[config.mk]
export PLATFORM = sky130hd
export DESIGN_NAME = can_irq_indicator
export DESIGN_NICKNAME = d
export VERILOG_FILES = /design/src/rtl/can_irq_pkg.sv /design/src/rtl/can_irq_flags.sv /design/src/rtl/can_irq_prio.sv /design/src/rtl/can_irq_indicator.sv
export SDC_FILE = /design/constraint.sdc
export NUM_CORES = 1
export LEC_CHECK = 0
export BUFFER_PORTS_ARGS = -buffer_cell sky130_fd_sc_hd__buf_2
export CAP_MARGIN = 10
export CORE_MARGIN = 2
export CORE_UTILIZATION = 37
export DETAILED_ROUTE_END_ITERATION = 10
export GPL_TIMING_DRIVEN = 0
export PLACE_DENSITY_LB_ADDON = 0.05
export SETUP_SLACK_MARGIN = 0.5
export SYNTH_ARGS = -nofsm -noshare
export SYNTH_HDL_FRONTEND = slang
export SYNTH_HIERARCHICAL = 1
export SYNTH_SLANG_ARGS = --single-unit
[constraint.sdc]
create_clock -name clk_i -period 1.9 [get_ports clk_i]
set_input_delay 0.38 -clock clk_i [delete_from_list [all_inputs] [get_ports clk_i]]
set_output_delay 0.38 -clock clk_i [all_outputs]
set_load 0.01 [all_outputs]
[src/rtl/can_irq_pkg.sv]
package can_irq_pkg;
  localparam int IND_W = 8;
  typedef logic [IND_W-1:0] ind_t;
  localparam ind_t IND_NONE = 8'h00;
  localparam ind_t IND_STAT = 8'h01;
  localparam ind_t IND_TOP  = 8'h02;  // highest-numbered center
endpackage

[src/rtl/can_irq_flags.sv]
module can_irq_flags #(
  parameter int N_MC = 15
) (
  input  logic            clk_i,
  input  logic            rst_ni,
  input  logic            stat_evt_i,
  input  logic            stat_clr_i,
  input  logic [N_MC-1:0] tx_done_i,
  input  logic [N_MC-1:0] rx_stored_i,
  input  logic [N_MC-1:0] mc_clr_i,
  output logic            stat_pend_o,
  output logic [N_MC-1:0] tx_pend_o,
  output logic [N_MC-1:0] rx_pend_o
);

  // set wins over clear so an event is never lost
  always_ff @(posedge clk_i or negedge rst_ni) begin
    if (!rst_ni)         stat_pend_o <= 1'b0;
    else if (stat_evt_i) stat_pend_o <= 1'b1;
    else if (stat_clr_i) stat_pend_o <= 1'b0;
  end

  for (genvar g = 0; g < N_MC; g++) begin : g_mc
    always_ff @(posedge clk_i or negedge rst_ni) begin
      if (!rst_ni) begin
        tx_pend_o[g] <= 1'b0;
        rx_pend_o[g] <= 1'b0;
      end else begin
        if (tx_done_i[g])     tx_pend_o[g] <= 1'b1;
        else if (mc_clr_i[g]) tx_pend_o[g] <= 1'b0;
        if (rx_stored_i[g])   rx_pend_o[g] <= 1'b1;
        else if (mc_clr_i[g]) rx_pend_o[g] <= 1'b0;
      end
    end

    p_tx_set_r6: assert property (@(posedge clk_i) disable iff (!rst_ni)
      tx_done_i[g] |=> tx_pend_o[g]);
    p_rx_set_r6: assert property (@(posedge clk_i) disable iff (!rst_ni)
      rx_stored_i[g] |=> rx_pend_o[g]);
    p_tx_hold_r6: assert property (@(posedge clk_i) disable iff (!rst_ni)
      (tx_pend_o[g] && !mc_clr_i[g]) |=> tx_pend_o[g]);
    p_tx_clr_r7: assert property (@(posedge clk_i) disable iff (!rst_ni)
      (mc_clr_i[g] && !tx_done_i[g]) |=> !tx_pend_o[g]);
    p_rx_clr_r7: assert property (@(posedge clk_i) disable iff (!rst_ni)
      (mc_clr_i[g] && !rx_stored_i[g]) |=> !rx_pend_o[g]);
  end

  p_stat_set_r6: assert property (@(posedge clk_i) disable iff (!rst_ni)
    stat_evt_i |=> stat_pend_o);
  p_stat_clr_r7: assert property (@(posedge clk_i) disable iff (!rst_ni)
    (stat_clr_i && !stat_evt_i) |=> !stat_pend_o);

endmodule

[src/rtl/can_irq_prio.sv]
module can_irq_prio
  import can_irq_pkg::*;
#(
  parameter int N_MC = 15
) (
  input  logic            clk_i,
  input  logic            rst_ni,
  input  logic            stat_act_i,
  input  logic [N_MC-1:0] mc_act_i,
  output ind_t            code_o
);

  // lowest priority first, later assignments override
  always_comb begin
    code_o = IND_NONE;
    for (int i = N_MC - 2; i >= 0; i--) begin
      if (mc_act_i[i]) code_o = IND_W'(i + 3);
    end
    if (mc_act_i[N_MC-1]) code_o = IND_TOP;
    if (stat_act_i)       code_o = IND_STAT;
  end

  p_stat_first_r5: assert property (@(posedge clk_i) disable iff (!rst_ni)
    stat_act_i |-> code_o == IND_STAT);
  p_top_center_r3: assert property (@(posedge clk_i) disable iff (!rst_ni)
    (!stat_act_i && mc_act_i[N_MC-1]) |-> code_o == IND_TOP);
  p_idle_zero_r1: assert property (@(posedge clk_i) disable iff (!rst_ni)
    (!stat_act_i && mc_act_i == '0) |-> code_o == IND_NONE);
  p_code_range_r3: assert property (@(posedge clk_i) disable iff (!rst_ni)
    code_o <= IND_W'(N_MC + 2));

endmodule

[src/rtl/can_irq_indicator.sv]
module can_irq_indicator
  import can_irq_pkg::*;
#(
  parameter int N_MC = 15
) (
  input  logic            clk_i,
  input  logic            rst_ni,
  input  logic            stat_evt_i,
  input  logic            stat_ie_a_i,
  input  logic            stat_ie_b_i,
  input  logic            stat_clr_i,
  input  logic [N_MC-1:0] tx_done_i,
  input  logic [N_MC-1:0] rx_stored_i,
  input  logic [N_MC-1:0] tx_ie_i,
  input  logic [N_MC-1:0] rx_ie_i,
  input  logic [N_MC-1:0] mc_clr_i,
  input  logic            glb_ie_i,
  input  logic            per_ie_i,
  output logic [7:0]      ind_o,
  output logic            irq_o
);

  logic            stat_pend;
  logic [N_MC-1:0] tx_pend, rx_pend;
  logic            stat_act;
  logic [N_MC-1:0] mc_act;
  ind_t            code;

  can_irq_flags #(.N_MC(N_MC)) u_flags (
    .clk_i       (clk_i),
    .rst_ni      (rst_ni),
    .stat_evt_i  (stat_evt_i),
    .stat_clr_i  (stat_clr_i),
    .tx_done_i   (tx_done_i),
    .rx_stored_i (rx_stored_i),
    .mc_clr_i    (mc_clr_i),
    .stat_pend_o (stat_pend),
    .tx_pend_o   (tx_pend),
    .rx_pend_o   (rx_pend)
  );

  // source enables gate the report, not the capture
  assign stat_act = stat_pend & (stat_ie_a_i | stat_ie_b_i);
  assign mc_act   = (tx_pend & tx_ie_i) | (rx_pend & rx_ie_i);

  can_irq_prio #(.N_MC(N_MC)) u_prio (
    .clk_i      (clk_i),
    .rst_ni     (rst_ni),
    .stat_act_i (stat_act),
    .mc_act_i   (mc_act),
    .code_o     (code)
  );

  assign ind_o = code;
  assign irq_o = (code != IND_NONE) & glb_ie_i & per_ie_i;

  p_irq_gate_r9: assert property (@(posedge clk_i) disable iff (!rst_ni)
    irq_o |-> (glb_ie_i && per_ie_i && stat_pend | (|tx_pend) | (|rx_pend)));
  p_stat_shown_r2: assert property (@(posedge clk_i) disable iff (!rst_ni)
    (stat_pend && (stat_ie_a_i || stat_ie_b_i)) |-> ind_o == IND_STAT);

endmodule

==> results.rst <==
.. list-table::
   :header-rows: 1

   * - Metric
     - Value
   * - Logic depth of the worst register-to-register path
     - 2
   * - Failing checks
     - setup timing
   * - Final min period
     - roughly 2.4 ns
   * - Proportion of power drawn by the clock network
     - between 30% and 40%
   * - R2r startpoint
     - u_flags/tx_pend_o[1]$_DFFE_PN0P_
   * - DRC errors left
     - 0
   * - Result of the run
     - finished, violations left
   * - Top-level I/O count
     - between 90 and 100
   * - Total clock buffers created by CTS
     - 5
   * - Crit path arrival time
     - 2.06 ns
   * - Maximum number of pins on one net before global-route repair
     - 32
   * - TritonCTS clock tree
     - built
   * - 1st-pass router iterations
     - 4
   * - CTS Buffer Depth
     - 2
   * - Synthesized instance count
     - roughly 130
   * - Pin slew with the least headroom to its limit
     - between 0.6 and 0.7 ns
   * - Unique cell type count in the Yosys netlist
     - 23
   * - Drt via density
     - between 4 and 5
   * - Net load switching power
     - between 0.4 and 0.5 mW
   * - Endpoints failing hold
     - 0
   * - Cell internal power dissipation
     - between 1 and 1.5 mW
   * - Core Area
     - between 0.003 and 0.004 mm^2
   * - Count of warnings emitted by yosys
     - 6
   * - Largest driver fanout on the critical path
     - 3
   * - Die X
     - around 66 um
   * - Combinational group share of total power
     - a little under a fifth
   * - Routability Congestion
     - between 0.6 and 0.7
   * - Starting utilization of the core area
     - about 39%
   * - Hold crit path type
     - input pin to asynchronous set/reset pin
   * - Setup-violating endpoint count in the final report
     - 6
   * - Total congestion overflow
     - 0
   * - Unrepaired setup endpoints after global routing
     - yes
   * - Worst slack after detailed placement
     - -0.336 ns
   * - Half-perimeter wire length after detailed placement
     - approximately 2.8 mm
   * - Pwr/cell area
     - 752 mW/mm^2
   * - H-tree Lvls
     - 2
   * - Count of clock tree sinks
     - 31
   * - Post-synthesis sequential element count
     - 31
   * - Worst Setup Path Type
     - flop to primary output
   * - First-pass GRT wire length
     - about 5.3 mm
   * - Highest ir drop seen on vdd
     - 0.580 mV
   * - Layout-stage area growth over the synthesis result
     - 60.1%
   * - Diode count
     - 0
   * - Clk slew on worst S/H paths
     - ~0.060 ns
   * - Req. time, crit path
     - 1.52 ns
   * - Area of the mapped netlist
     - ~0.0014 mm^2
   * - Vertical extent of the die
     - 66.0 um
   * - # Max-Cap Violations
     - 0
   * - Mean instance size in the synthesized netlist
     - about 11 um^2
   * - Routed len/inst
     - 12.5 um
   * - Slew Limit Headroom
     - approximately 55%
   * - Fraction of power consumed by sequential logic
     - between 40% and 50%
   * - Post-layout worst setup margin
     - -0.535 ns
   * - Final clock skew
     - 0 ns
   * - Number of nets in the layout
     - around 320
   * - Max-slew violation count
     - 0
   * - Library cell used as clock root buffer
     - clkbuf_8
   * - Upper clock frequency limit
     - between 0.4 and 0.5 GHz
   * - Count of buffers inserted at the top-level ports
     - between 80 and 90
   * - Crit path capture type
     - primary output
   * - Fraction of final layout cells with drive strength greater than 1
     - between 50 and 60%
   * - Fraction of the yosys area taken by sequential cells
     - ~55%
   * - R2r setup slk
     - about 1.1 ns
   * - Routed via count
     - 1381
   * - Most frequent cells in the layout
     - 86 x buf_2, 31 x a21o_1, 31 x dfrtp_1
   * - Clock latency of the later-clocked register in the worst-skew pair
     - roughly 0.28 ns
   * - Number of antenna violations at the first check in global routing
     - 0
   * - Leakage component of the power
     - 1.24 nW
   * - Detailed Route WL
     - roughly 3.6 mm
   * - Fraction of power spent switching nets
     - around a quarter
   * - Detailed Route Iter0 Violations
     - 16
   * - Type of element launching the critical path
     - flop
   * - Area of the die
     - between 0.004 and 0.005 mm^2
   * - Global Route Usage Sum
     - between 10% and 20%
   * - Period utilization
     - 128%
   * - Number of global-route vias before repair
     - between 1000 and 1500
   * - Hold WS
     - 0.130 ns
   * - Leading cell type in the layout, fill and taps excluded
     - buf_2
   * - Site Rows
     - 22
   * - Worst R2R End
     - u_flags/tx_pend_o[1]$_DFFE_PN0P_
   * - Antenna Nets Post-Route
     - 0
==> power by group through the flow <==
| stage | Combinational, mW | Sequential, mW | Clock [mW] |
|---|---|---|---|
| 2_1_floorplan | 0.142 | 0.735 | 0 |
| 5_1_grt | 0.353 | 0.738 | 0.716 |
| 4_1_cts | 0.280 | 0.731 | 0.680 |
| 3_5_place_dp | 0.270 | 0.743 | 0 |
| 3_3_place_gp | 0.258 | 0.738 | 0 |
| 6_report | 0.320 | 0.732 | 0.661 |
==> critical path, cell delays in order, from the launching register on <==
cell and delay [ns]:
dfrtp_1 0.38, a22o_1 0.28, o31ai_1 0.32, nand2_1 0.11
a211oi_2 0.28, nor4_2 0.09, a21oi_1 0.16, buf_2 0.15
==> sequential cells by signal, indices dropped and copies added (netlist names) <==
name and count:
u_flags/rx_pend_o 15, u_flags/stat_pend_o 1, u_flags/tx_pend_o 15
==> cell families (layout without fill, tap and decap cells) <==
logic type,count (synthesis),after routing,synth area share (%)
other,1,3,0.264
buffers and inverters,23,125,6.87
DFF,31,31,54.6
AOI/OAI and AO/OA,57,57,30.5
and+or+nand+nor,21,21,7.75
==> Yosys cell counts (all sizes together) <==
master	number	area, um^2
nor3	2	10.0
a2111oi	1	8.76
and4	1	8.76
and3	1	6.26
nor4	5	37.5
o41ai	1	8.76
nor2	7	26.3
nand2	4	15.0
o31ai	1	7.51
a211oi	1	7.51
a21oi	4	20.0
a22o	15	131
conb	1	3.75
inv	20	75.1
buf	3	22.5
and2	1	6.26
o21a	1	7.51
a21o	31	233
dfrtp	31	776
o21ai	2	10.0
==> worst max-delay path by stage <==
stage / endpoint / startpoint / slack (ns)
2_1_floorplan: irq_o / tx_ie_i[10] / -0.10
3_3_place_gp: irq_o / tx_ie_i[10] / -0.37
3_5_place_dp: irq_o / tx_ie_i[10] / -0.34
4_1_cts: irq_o / u_flags/tx_pend_o[10]$_DFFE_PN0P_ / -0.48
5_1_grt: irq_o / u_flags/rx_pend_o[9]$_DFFE_PN0P_ / -0.66
6_report: irq_o / u_flags/tx_pend_o[9]$_DFFE_PN0P_ / -0.54
==> final cells by class <==
class                           count  area, um^2
Sequential cell                    31         776
Buffer                              3        22.5
Clock buffer                        6        82.6
Multi-Input combinational cell     81         727
Tap cell                           48        60.1
Timing Repair Buffer               94         498
Clock inverter                      2        35.0
Inverter                           20        75.1
Fill cell                         308        1410
==> per-layer routing <==
layer | global-route usage, % | vias to the layer above | part of all wire [%]
met3 | 5.62 | 5 | 8.4
met1 | 17.2 | 636 | 40
met4 | 6.89 | 0 | 1.6
met2 | 29.4 | 63 | 50
met5 | 0 | - | 0
li1 | - | 677 | -
==> repair_timing <==
item | 4_1_cts | 5_1_grt
setup buffers | 1 | 5
endpoints found under the setup margin | 6 | 6
resized for setup | 6 | 18
hold buffers | 0 | 0
pin swaps | 10 | 8
==> per-stage QoR <==
stage	utilization [%]	TNS, ns	total power [mW]	instances	cell area (um^2)
2_1_floorplan	-	-0.101	0.877	135	1480
3_5_place_dp	53.6	-0.548	1.01	271	1980
3_3_place_gp	53.6	-0.547	0.997	271	1980
5_1_grt	61.7	-2.33	1.81	285	2280
6_report	61.7	-1.77	1.71	285	2280
4_1_cts	57.8	-1.80	1.69	280	2130
Note: power is estimated with default switching activity, not from simulation.
